File: src/rtl/jm_pkg.sv
package jm_pkg;
  typedef enum logic {
    ST_IDLE = 1'b0,
    ST_RUN  = 1'b1
  } jm_state_e;

  parameter int JM_CNT_W_DEF = 16;
  parameter int JM_WIN_W_DEF = 16;
  parameter int JM_SYNC_DEF  = 2;
endpackage

File: src/rtl/jm_sync_edge.sv
module jm_sync_edge #(
  parameter int STAGES = 2
) (
  input  logic clk,
  input  logic rst_n,
  input  logic async_in,
  output logic rise,
  output logic fall
);
  localparam int LAST = STAGES;

  logic [LAST:0] shreg;

  always_ff @(posedge clk or negedge rst_n) begin
    if (!rst_n) shreg <= '0;
    else        shreg <= {shreg[LAST-1:0], async_in};
  end

  assign rise = shreg[LAST-1] & ~shreg[LAST];
  assign fall = ~shreg[LAST-1] & shreg[LAST];
endmodule

File: src/rtl/jm_period_meas.sv
module jm_period_meas #(
  parameter int CNT_W = 16
) (
  input  logic             clk,
  input  logic             rst_n,
  input  logic             clr,
  input  logic             rise,
  input  logic             fall,
  output logic             smp_vld,
  output logic [CNT_W-1:0] smp_period,
  output logic [CNT_W-1:0] smp_high,
  output logic [CNT_W-1:0] smp_low
);
  localparam logic [CNT_W-1:0] CNT_MAX = {CNT_W{1'b1}};
  localparam logic [CNT_W-1:0] ONE     = CNT_W'(1);

  logic [CNT_W-1:0] cnt;
  logic [CNT_W-1:0] high_q;
  logic             has_ref;

  always_ff @(posedge clk or negedge rst_n) begin
    if (!rst_n) begin
      cnt     <= '0;
      high_q  <= '0;
      has_ref <= 1'b0;
    end else begin
      if (rise)                cnt <= ONE;
      else if (cnt != CNT_MAX) cnt <= cnt + ONE;
      if (fall) high_q <= cnt;
      if (clr)       has_ref <= 1'b0;
      else if (rise) has_ref <= 1'b1;
    end
  end

  assign smp_vld    = rise & has_ref & ~clr;
  assign smp_period = cnt;
  assign smp_high   = high_q;
  assign smp_low    = cnt - high_q;

  // the high part of a period always lies strictly inside it
  p_high_inside_r5: assert property (@(posedge clk) disable iff (!rst_n)
    smp_vld |-> (high_q < cnt));
endmodule

File: src/rtl/jm_stats.sv
module jm_stats #(
  parameter int CNT_W = 16,
  parameter int WIN_W = 16,
  parameter int ACC_W = CNT_W + WIN_W + 2
) (
  input  logic             clk,
  input  logic             rst_n,
  input  logic             clr,
  input  logic             vld,
  input  logic [CNT_W-1:0] period,
  input  logic [CNT_W-1:0] high,
  input  logic [CNT_W-1:0] low,
  input  logic [CNT_W-1:0] nominal,
  input  logic [CNT_W-1:0] min_limit,
  input  logic [CNT_W-1:0] max_limit,
  output logic [CNT_W-1:0] min_p,
  output logic [CNT_W-1:0] max_p,
  output logic [CNT_W-1:0] max_dev,
  output logic [CNT_W-1:0] max_c2c,
  output logic [CNT_W-1:0] min_h,
  output logic [CNT_W-1:0] max_h,
  output logic [CNT_W-1:0] min_l,
  output logic [CNT_W-1:0] max_l,
  output logic [ACC_W-1:0] tie_pp,
  output logic [WIN_W-1:0] long_cnt,
  output logic             short_flag
);
  localparam int EXT_W = ACC_W - CNT_W - 1;

  logic [CNT_W-1:0]        prev_p;
  logic                    have_prev;
  logic signed [CNT_W:0]   dev;
  logic [CNT_W-1:0]        abs_dev;
  logic [CNT_W-1:0]        c2c;
  logic signed [ACC_W-1:0] acc, acc_nxt, tie_max, tie_min;

  always_comb begin
    dev     = $signed({1'b0, period}) - $signed({1'b0, nominal});
    abs_dev = (period >= nominal) ? (period - nominal) : (nominal - period);
    c2c     = (period >= prev_p) ? (period - prev_p) : (prev_p - period);
    acc_nxt = acc + $signed({{EXT_W{dev[CNT_W]}}, dev});
  end

  always_ff @(posedge clk or negedge rst_n) begin
    if (!rst_n) begin
      min_p <= '1; max_p <= '0; min_h <= '1; max_h <= '0;
      min_l <= '1; max_l <= '0; max_dev <= '0; max_c2c <= '0;
      prev_p <= '0; have_prev <= 1'b0; acc <= '0;
      tie_max <= '0; tie_min <= '0; long_cnt <= '0; short_flag <= 1'b0;
    end else if (clr) begin
      min_p <= '1; max_p <= '0; min_h <= '1; max_h <= '0;
      min_l <= '1; max_l <= '0; max_dev <= '0; max_c2c <= '0;
      prev_p <= '0; have_prev <= 1'b0; acc <= '0;
      tie_max <= '0; tie_min <= '0; long_cnt <= '0; short_flag <= 1'b0;
    end else if (vld) begin
      if (period < min_p)   min_p   <= period;
      if (period > max_p)   max_p   <= period;
      if (high < min_h)     min_h   <= high;
      if (high > max_h)     max_h   <= high;
      if (low < min_l)      min_l   <= low;
      if (low > max_l)      max_l   <= low;
      if (abs_dev > max_dev) max_dev <= abs_dev;
      if (have_prev && (c2c > max_c2c)) max_c2c <= c2c;
      prev_p    <= period;
      have_prev <= 1'b1;
      acc       <= acc_nxt;
      if (acc_nxt > tie_max) tie_max <= acc_nxt;
      if (acc_nxt < tie_min) tie_min <= acc_nxt;
      if (period > max_limit) long_cnt <= long_cnt + WIN_W'(1);
      if (period < min_limit) short_flag <= 1'b1;
    end
  end

  assign tie_pp = tie_max - tie_min;

  // once a period was absorbed the extremes are ordered
  p_period_order_r1: assert property (@(posedge clk) disable iff (!rst_n)
    have_prev |-> (min_p <= max_p));
  // the first period of a window never moves the adjacent-change result
  p_c2c_first_r6: assert property (@(posedge clk) disable iff (!rst_n)
    (vld && !have_prev && !clr) |=> $stable(max_c2c));
  // the error span can only widen inside a window
  p_tie_grows_r7: assert property (@(posedge clk) disable iff (!rst_n)
    (vld && !clr) |=> (tie_pp >= $past(tie_pp)));
  // the short-period flag stays set until cleared
  p_short_sticky_r8: assert property (@(posedge clk) disable iff (!rst_n)
    (short_flag && !clr) |=> short_flag);
  // the long counter moves only with an absorbed period
  p_long_quiet_r9: assert property (@(posedge clk) disable iff (!rst_n)
    (!clr && !vld) |=> $stable(long_cnt));
endmodule

File: src/rtl/jitter_monitor.sv
module jitter_monitor
  import jm_pkg::*;
#(
  parameter int CNT_W = JM_CNT_W_DEF,
  parameter int WIN_W = JM_WIN_W_DEF,
  parameter int SYNC  = JM_SYNC_DEF,
  localparam int ACC_W = CNT_W + WIN_W + 2
) (
  input  logic             clk,
  input  logic             rst_n,
  input  logic             test_clk,
  input  logic             start,
  input  logic [CNT_W-1:0] nominal,
  input  logic [WIN_W-1:0] window,
  input  logic [CNT_W-1:0] min_limit,
  input  logic [CNT_W-1:0] max_limit,
  output logic [CNT_W-1:0] min_period,
  output logic [CNT_W-1:0] max_period,
  output logic [CNT_W-1:0] max_dev,
  output logic [CNT_W-1:0] max_c2c,
  output logic [CNT_W-1:0] min_high,
  output logic [CNT_W-1:0] max_high,
  output logic [CNT_W-1:0] min_low,
  output logic [CNT_W-1:0] max_low,
  output logic [ACC_W-1:0] tie_pp,
  output logic [WIN_W-1:0] long_count,
  output logic             short_viol,
  output logic             done
);
  logic             rise, fall, smp_vld, take;
  logic [CNT_W-1:0] smp_period, smp_high, smp_low;
  logic [WIN_W-1:0] win_cnt, win_tgt, win_nxt;
  jm_state_e        state;

  jm_sync_edge #(.STAGES(SYNC)) u_sync (
    .clk(clk), .rst_n(rst_n), .async_in(test_clk), .rise(rise), .fall(fall)
  );

  jm_period_meas #(.CNT_W(CNT_W)) u_meas (
    .clk(clk), .rst_n(rst_n), .clr(start), .rise(rise), .fall(fall),
    .smp_vld(smp_vld), .smp_period(smp_period), .smp_high(smp_high),
    .smp_low(smp_low)
  );

  assign take    = smp_vld & (state == ST_RUN);
  assign win_tgt = (window == '0) ? WIN_W'(1) : window;
  assign win_nxt = win_cnt + WIN_W'(1);

  always_ff @(posedge clk or negedge rst_n) begin
    if (!rst_n) begin
      state   <= ST_IDLE;
      win_cnt <= '0;
      done    <= 1'b0;
    end else begin
      done <= 1'b0;
      if (start) begin
        state   <= ST_RUN;
        win_cnt <= '0;
      end else if (take) begin
        win_cnt <= win_nxt;
        if (win_nxt >= win_tgt) begin
          state <= ST_IDLE;
          done  <= 1'b1;
        end
      end
    end
  end

  jm_stats #(.CNT_W(CNT_W), .WIN_W(WIN_W), .ACC_W(ACC_W)) u_stats (
    .clk(clk), .rst_n(rst_n), .clr(start), .vld(take),
    .period(smp_period), .high(smp_high), .low(smp_low),
    .nominal(nominal), .min_limit(min_limit), .max_limit(max_limit),
    .min_p(min_period), .max_p(max_period), .max_dev(max_dev),
    .max_c2c(max_c2c), .min_h(min_high), .max_h(max_high),
    .min_l(min_low), .max_l(max_low), .tie_pp(tie_pp),
    .long_cnt(long_count), .short_flag(short_viol)
  );

  // done is a single-cycle pulse
  p_done_pulse_r3: assert property (@(posedge clk) disable iff (!rst_n)
    done |=> !done);
  // results are frozen once the window has closed
  p_hold_after_r3: assert property (@(posedge clk) disable iff (!rst_n)
    (state == ST_IDLE && !start) |=> $stable(min_period) && $stable(tie_pp));
  // the period count never passes the programmed window while running
  p_window_bound_r2: assert property (@(posedge clk) disable iff (!rst_n)
    (state == ST_RUN) |-> (win_cnt < win_tgt));
endmodule

File: config.mk
export PLATFORM = sky130hd
export DESIGN_NAME = jitter_monitor
export DESIGN_NICKNAME = d
export VERILOG_FILES = /design/src/rtl/jm_pkg.sv /design/src/rtl/jm_sync_edge.sv /design/src/rtl/jm_period_meas.sv /design/src/rtl/jm_stats.sv /design/src/rtl/jitter_monitor.sv
export SDC_FILE = /design/constraint.sdc
export NUM_CORES = 1
export LEC_CHECK = 0
export ABC_CLOCK_PERIOD_IN_PS = 8500
export CAP_MARGIN = 20
export CORE_ASPECT_RATIO = 0.9
export CORE_MARGIN = 2
export CORE_UTILIZATION = 55
export CTS_BUF_LIST = sky130_fd_sc_hd__clkbuf_2 sky130_fd_sc_hd__clkbuf_4 sky130_fd_sc_hd__clkbuf_8
export CTS_CLUSTER_DIAMETER = 80
export DETAILED_ROUTE_END_ITERATION = 7
export DONT_BUFFER_PORTS = 1
export PLACE_DENSITY = 0.67
export SYNTH_ARGS = -nofsm -noshare
export SYNTH_HDL_FRONTEND = slang
export SYNTH_SLANG_ARGS = --single-unit
File: constraint.sdc
create_clock -name clk -period 8.5 [get_ports clk]
set_input_delay 0.425 -clock clk [delete_from_list [all_inputs] [get_ports clk]]
set_output_delay 0.425 -clock clk [all_outputs]
set_load 0.1 [all_outputs]
==> results of run 1 <==
logic make-up after synthesis:
kind of cell,share of synthesized area (%)
xor+xnor,5.18
flops,30.2
simple gates,15.2
mux,6.20
buf+inv,6.58
fa+ha+maj,18.7
compound gates,17.9
registers in the layout, indices dropped and copies added (netlist names):
| signal | count |
|---|---|
| u_stats.min_p | 16 |
| u_sync.shreg | 3 |
| win_cnt | 16 |
| u_stats.min_l | 16 |
| u_stats.max_l | 16 |
| done | 1 |
| u_stats.max_c2c | 16 |
| u_stats.tie_max | 34 |
| u_stats.max_p | 16 |
| u_stats.acc | 34 |
| u_stats.prev_p | 16 |
| u_stats.min_h | 16 |
| u_meas.smp_period | 16 |
| u_stats.have_prev | 1 |
| u_meas.has_ref | 1 |
| state | 1 |
| u_stats.max_h | 16 |
| u_stats.short_flag | 1 |
| u_meas.smp_high | 16 |
| u_stats.long_cnt | 16 |
| u_stats.tie_min | 34 |
| u_stats.max_dev | 16 |
per-stage QoR:
step           utilization [%]  area, µm²  hold slack (ps)  total power (µW)  instances
4_1_cts                   60.7      29000             2.89              7500       3763
3_5_place_dp              57.9      27600              151              5850       3655
5_1_grt                   60.8      29000             18.0              8000       3768
3_3_place_gp              57.8      27600              149              5690       3653
6_report                  60.8      29000             35.0              7490       3768
2_1_floorplan                -      26500              129              4830       3080
worst max-delay path: cells and delay by family, from the launching register on:
family,cells,cell delay [ps]
buf+inv,3,470
compound gates,14,4180
xor+xnor,2,410
simple gates,6,740
fa+ha+maj,4,1310
flops,1,370
mux,1,240
layer usage:
| metal | vias up | track usage, % |
|---|---|---|
| met5 | - | 1.37 |
| met2 | 624 | 46.9 |
| met4 | 2 | 8.21 |
| met3 | 106 | 9.18 |
| li1 | 10700 | - |
| met1 | 10700 | 40.2 |
worst min path at each step:
| stage | end | from | cells past startpoint | slack (ps) |
|---|---|---|---|---|
| 2_1_floorplan | done$_DFF_PN0_ | rst_n | 0 | 130 |
| 3_3_place_gp | u_stats.tie_max[28]$_DFFE_PN0P_ | rst_n | 0 | 150 |
| 3_5_place_dp | u_stats.tie_max[27]$_DFFE_PN0P_ | rst_n | 0 | 150 |
| 4_1_cts | u_stats.max_c2c[6]$_DFFE_PN0P_ | start | 2 | 3 |
| 5_1_grt | u_stats.max_c2c[6]$_DFFE_PN0P_ | start | 2 | 20 |
| 6_report | u_stats.max_c2c[6]$_DFFE_PN0P_ | start | 2 | 40 |
cells in the final DEF (no fill, tap or decap), drive strengths merged, types with 66 or more instances in the layout:
master  netlist  layout
mux2i       122     122
dfrtp       270     270
xnor2        90      90
nor2        304     304
a21o        128     128
inv         349     349
ha          386     386
o21ai       156     156
xor2         67      67
nand2       217     217
buf          18      66
clkbuf       92      94
a21oi       214     214
synth_stat cells, types with 46 or more instances:
cell	count
sky130_fd_sc_hd__mux2i_1	121
sky130_fd_sc_hd__nor2_1	303
sky130_fd_sc_hd__xnor2_1	90
sky130_fd_sc_hd__dfstp_2	48
sky130_fd_sc_hd__ha_1	386
sky130_fd_sc_hd__o21a_1	46
sky130_fd_sc_hd__nand4_1	48
sky130_fd_sc_hd__a21o_1	128
sky130_fd_sc_hd__nor3_1	52
sky130_fd_sc_hd__dfrtp_1	270
sky130_fd_sc_hd__o21ai_0	150
sky130_fd_sc_hd__a21oi_1	212
sky130_fd_sc_hd__xor2_1	67
sky130_fd_sc_hd__clkbuf_1	92
sky130_fd_sc_hd__nand2_1	217
sky130_fd_sc_hd__inv_1	349
cell type report:
cell class | instances | area [µm²]
Fill cell | 4235 | 18700
Multi-Input combinational cell | 2303 | 17000
Sequential cell | 318 | 8020
Inverter | 349 | 1310
Clock buffer | 94 | 1160
Tap cell | 624 | 781
Timing Repair Buffer | 69 | 666
Clock inverter | 9 | 72.6
Antenna cell | 2 | 5.00
where the power goes:
| part | switching, µW | internal (µW) | total [µW] |
|---|---|---|---|
| Combinational | 2660 | 1480 | 4140 |
| Sequential | 218 | 1580 | 1790 |
| Clock | 674 | 882 | 1560 |
| Total | 3560 | 3930 | 7490 |
timing repair:
| action | 4_1_cts | 5_1_grt |
|---|---|---|
| endpoints found under the hold margin | 536 | 150 |
| setup endpoints to repair | 0 | 0 |
| hold buffers | 5 | 1 |
| resized for setup | 0 | 0 |
==> flow_summary.toml, run 1 <==
[hold_path]
worst_hold_path_type = "in -> reg"

[power_and_ir_drop]
ir_worst_vdd_mv = 0.447
cellLeakagePower_uw = 0.0143
power_density_nw_per_um2 = 258

[global_routing]
grt_max_degree = 319
grtUsageTotal_pct = 30.0
grt_antenna_before_repair = 3
global_route.overflow_total = 0
grt_pass1_wl_um = 119000
first_global_vias = 21900

[placed_design]
placement.setup.worst_slack_ps = 855
dpl.hpwl_um = 54700
globalplace.congestion = 0.898
port_buffer_count = 0

[sta]
finalHoldViolations = 0
clock_skew_ps = 29.9
period_share_pct = 93.0
fmax_mhz = 127
final_critical_path_setup_slack_ps = 596
final-setup-viol-count = 0
timing.setup.tns_ps = 0
max-slew-margin-rel_pct = 21.4
final_slew_violations = 0
setup_repair_after_global_routing_missed_its_margin = "false"
layout_min_cycle_time_ps = 7900
worst-slew-pin-transition_ps = 1180

[synth]
post_synth_num_cell_types = 75
total_standard_cell_area_after_synthesis_um2 = 26500
flip_flop_and_latch_count_after_synthesis = 318
synthArstFlopShare_pct = 100
yosys_warnings = 0
yosysTopAreaCellShare_pct = 25.5
seq_area_frac_synth_pct = 30.2
synth_ff_type = "sky130_fd_sc_hd__dfrtp_1"
edff_count_synth = 0
mappedNetlistNets = 3541
library_cell_occupying_the_most_area_in_the_post_synthesis_netlist = "sky130_fd_sc_hd__dfrtp_1"
synthesis.instances = 3080
synth.top_cells.by_area = "sky130_fd_sc_hd__dfrtp_1 (25%), sky130_fd_sc_hd__ha_1 (18%), sky130_fd_sc_hd__inv_1 (4.9%)"
syn-mean-instance-area_um2 = 8.61

[die]
die_area_um2 = 50000
top_level_ports = 248
die_w_um = 235
floorplan.initialDensity_pct = 55.6
core_region_area_um2 = 47700
rows = 76
dieHeight_um = 212

[run]
timing.max_cap.violations = 0

[drt]
dr_total_vias = 22200
detailroute.wirelength.met2_um = 33300
first_iter_violations = 1677
ant_nets = 0
routed_wire_length_per_instance_um = 20.1
post_drt_via_cell_ratio = 5.90
routed.top_layer = "met5"
wl_um = 75800
remaining_drc_errors = 0
m1WireLength_um = 33800
met3RoutedLength_um = 6950
drtPass1Iterations = 5

[setup_path]
critPathLaunch = "u_meas.smp_period[0]$_DFFE_PN0P_"
worstSetupEndpointType = "flip-flop"
r2r-end = "u_stats.tie_min[6]$_DFFE_PN0P_"
setup.worst_path.class = "reg -> reg"
ff2ff_setup_slack_ps = 600
timing.rr.start = "u_meas.smp_period[0]$_DFFE_PN0P_"
crit_slowest_cell = "sky130_fd_sc_hd__a2111oi_0"
cp_max_fo = 33
timing.critical_path.from_type = "flip-flop"
worst_r2r_path_depth = 30
slowest_delay_ps = 790
endpoint = "u_stats.tie_min[6]$_DFFE_PN0P_"
worst-endpoint-arrival_ps = 8400
timing.critical_path.required_ps = 9000
path_common_cell = "sky130_fd_sc_hd__ha_1"

[clock_tree]
cts_htree_levels = 2
tritoncts.num_buffers = 57
cts_tree = "yes"
post_cts.repair.setup_buffers = 0
clock_sinks = 318
cts.root.buffer_cell = "sky130_fd_sc_hd__clkbuf_8"
clk_path_buf_depth = 3
clk_latency_worst_skew_pair_ps = 670
clock_pin_slew_on_the_worst_setup_and_hold_paths_ps = 60

[finish]
final_layout_size_suffix_gt1_share_pct = 9.90
layout_net_count = 3559
syn_to_final_growth_pct = 9.48

[run_status]
outcome = "completed"
No activity file was read; power rests on OpenSTA's default activity.
==> run 2: changes to the inputs <==
Settings changed: BUFFER_PORTS_ARGS set to -buffer_cell sky130_fd_sc_hd__clkbuf_2, DONT_BUFFER_PORTS 1 to not set, PLACE_DENSITY 0.67 to 0.72.
==> flow_summary.toml, run 2 (synthesis results as in run 1) <==
[drt]
remaining_drc_errors = 0
wl_um = 75400
post_drt_via_cell_ratio = 5.81
routed_wire_length_per_instance_um = 18.9
first_iter_violations = 1822
drtPass1Iterations = 5
dr_total_vias = 23200
ant_nets = 0

[sta]
max-slew-margin-rel_pct = 34.3
final_slew_violations = 0
fmax_mhz = 131
finalHoldViolations = 0
timing.setup.tns_ps = 0
worst-slew-pin-transition_ps = 986
final-setup-viol-count = 0
setup_repair_after_global_routing_missed_its_margin = "false"
period_share_pct = 90.1
timing.hold.ws_ps = 257
clock_skew_ps = 41.0
layout_min_cycle_time_ps = 7660

[die]
floorplan.initialDensity_pct = 55.6
dieHeight_um = 212
die_w_um = 235
top_level_ports = 248
rows = 76
core_region_area_um2 = 47700
die_area_um2 = 50000

[global_routing]
grt_antenna_before_repair = 0
grtUsageTotal_pct = 29.8
grt_pass1_wl_um = 120000
global_route.overflow_total = 0
first_global_vias = 22400
grt_max_degree = 108

[setup_path]
worst_r2r_path_depth = 29
ff2ff_setup_slack_ps = 840
endpoint = "u_stats.tie_min[0]$_DFFE_PN0P_"
worst-endpoint-arrival_ps = 8160
slowest_delay_ps = 590
cp_max_fo = 21
timing.rr.start = "u_meas.smp_period[7]$_DFFE_PN0P_"
r2r-end = "u_stats.tie_min[0]$_DFFE_PN0P_"
crit_slowest_cell = "sky130_fd_sc_hd__a41oi_1"
timing.critical_path.from_type = "flip-flop"
timing.critical_path.required_ps = 9000
setup.worst_path.class = "reg -> reg"
path_common_cell = "sky130_fd_sc_hd__ha_1"
worstSetupEndpointType = "flip-flop"
critPathLaunch = "u_meas.smp_period[7]$_DFFE_PN0P_"

[placed_design]
dpl.hpwl_um = 57000
port_buffer_count = 247
globalplace.congestion = 0.932
dp.cells = 3883
placedInstanceArea_um2 = 28500

[clock_tree]
clock_sinks = 318
clk_latency_worst_skew_pair_ps = 680
cts.root.buffer_cell = "sky130_fd_sc_hd__clkbuf_8"
clk_path_buf_depth = 3
cts.hold.buffers_added = 2
post_cts_resize_count = 0
tritoncts.num_buffers = 56
post_cts.repair.setup_buffers = 0
cts_tree = "yes"
clock_pin_slew_on_the_worst_setup_and_hold_paths_ps = 60
cts_htree_levels = 2

[finish]
final_layout_size_suffix_gt1_share_pct = 15.0
layout_top_registers = "u_stats.acc: 34 flops, u_stats.tie_max: 34 flops, u_stats.tie_min: 34 flops"
syn_to_final_growth_pct = 12.4
layout_commonest_cell = "sky130_fd_sc_hd__ha_1"
design_area_um2 = 29800
layout_net_count = 3780
layout_common_cells = "sky130_fd_sc_hd__ha_1 (386), sky130_fd_sc_hd__inv_1 (349), sky130_fd_sc_hd__nor2_1 (303)"
layoutNonFillerInstCount = 3991
num-fill-cells = 4136
num_antenna_cells = 0

[power_and_ir_drop]
power_density_nw_per_um2 = 248
netSwitchingFraction_pct = 47.7
cellLeakagePower_uw = 0.0151
p_total_uw = 7410
ir_worst_vdd_mv = 0.397
internal_power_uw = 3880
combPwrFrac_pct = 56.2
power_frac_seq_pct = 22.0
switchingPower_uw = 3530
power.share.clock_pct = 21.8

[run]
timing.max_cap.violations = 0

[run_status]
outcome = "completed"

[hold_path]
worst_hold_path_type = "in -> reg"
run 2: cell types whose count changed in the layout (fill, tap and decap cells not counted), moves of 2 or more:
cell and change:
sky130_fd_sc_hd__a21oi_1 +5, sky130_fd_sc_hd__a21oi_2 -5, sky130_fd_sc_hd__buf_16 -6, sky130_fd_sc_hd__buf_4 -19
sky130_fd_sc_hd__clkbuf_2 +245, sky130_fd_sc_hd__clkbuf_4 -6, sky130_fd_sc_hd__clkbuf_8 +7, sky130_fd_sc_hd__clkinv_2 +3
sky130_fd_sc_hd__diode_2 -2, sky130_fd_sc_hd__xnor2_1 +20, sky130_fd_sc_hd__xnor2_2 -20, sky130_fd_sc_hd__xor2_1 +6
sky130_fd_sc_hd__xor2_2 -6
run 2: power by group through the flow:
| stage | combinational [µW] | clock (µW) | sequential [µW] |
|---|---|---|---|
| after floorplan | 3010 | 0 | 1820 |
| after global placement | 4010 | 0 | 1650 |
| after detailed placement | 4110 | 0 | 1660 |
| after CTS | 4140 | 1640 | 1630 |
| after global routing | 4560 | 1710 | 1640 |
| final | 4160 | 1610 | 1630 |
run 2: metrics by stage:
stage	setup slack, ps	utilization (%)
6_report	838	62.5
3_3_place_gp	1030	59.7
3_5_place_dp	800	59.7
2_1_floorplan	1490	-
4_1_cts	904	62.5
5_1_grt	252	62.5
run 2: how the worst min path moves through the flow:
stage / start / endpoint / slack, ps / cells past startpoint
global route: start / u_stats.prev_p[5]$_DFFE_PN0P_ / 260 / 2
floorplan: rst_n / done$_DFF_PN0_ / 130 / 0
finish: start / u_stats.prev_p[0]$_DFFE_PN0P_ / 260 / 2
detailed placement: u_sync.shreg[0]$_DFF_PN0_ / u_sync.shreg[1]$_DFF_PN0_ / 340 / 0
CTS: start / u_stats.max_p[6]$_DFFE_PN0P_ / 230 / 2
global placement: u_sync.shreg[0]$_DFF_PN0_ / u_sync.shreg[1]$_DFF_PN0_ / 340 / 0
run 2: per-layer routing:
| metal | part of all wire (%) | vias up | wire length (µm) | track usage, % |
|---|---|---|---|---|
| met5 | 0 | - | 0 | 0 |
| met4 | 2.1 | 0 | 1550 | 7.23 |
| met3 | 6.6 | 100 | 5010 | 4.89 |
| met2 | 44 | 742 | 33300 | 46.9 |
| met1 | 47 | 11100 | 35500 | 42.9 |
| li1 | - | 11200 | - | - |
run 2: layout make-up:
type / count / area (µm²) / area share, %
inverters: 349 / 1310 / 4.39
clock inverters: 12 / 88.8 / 0.298
clock buffers: 94 / 1190 / 4.00
multi-input cells: 2303 / 16800 / 56.4
flip-flops and latches: 318 / 8020 / 26.9
well taps: 624 / 781 / 2.62
repair buffers: 291 / 1620 / 5.43
run 2: worst max-delay path, delay by kind of cell (launching register included):
| kind | cells | cell delay, ps |
|---|---|---|
| AOI/OAI and AO/OA | 14 | 3510 |
| and+or+nand+nor | 6 | 1070 |
| DFF | 1 | 350 |
| buffers and inverters | 3 | 670 |
| xor gates and xnor gates | 2 | 510 |
| muxes | 1 | 150 |
| adders and majority gates | 3 | 1180 |
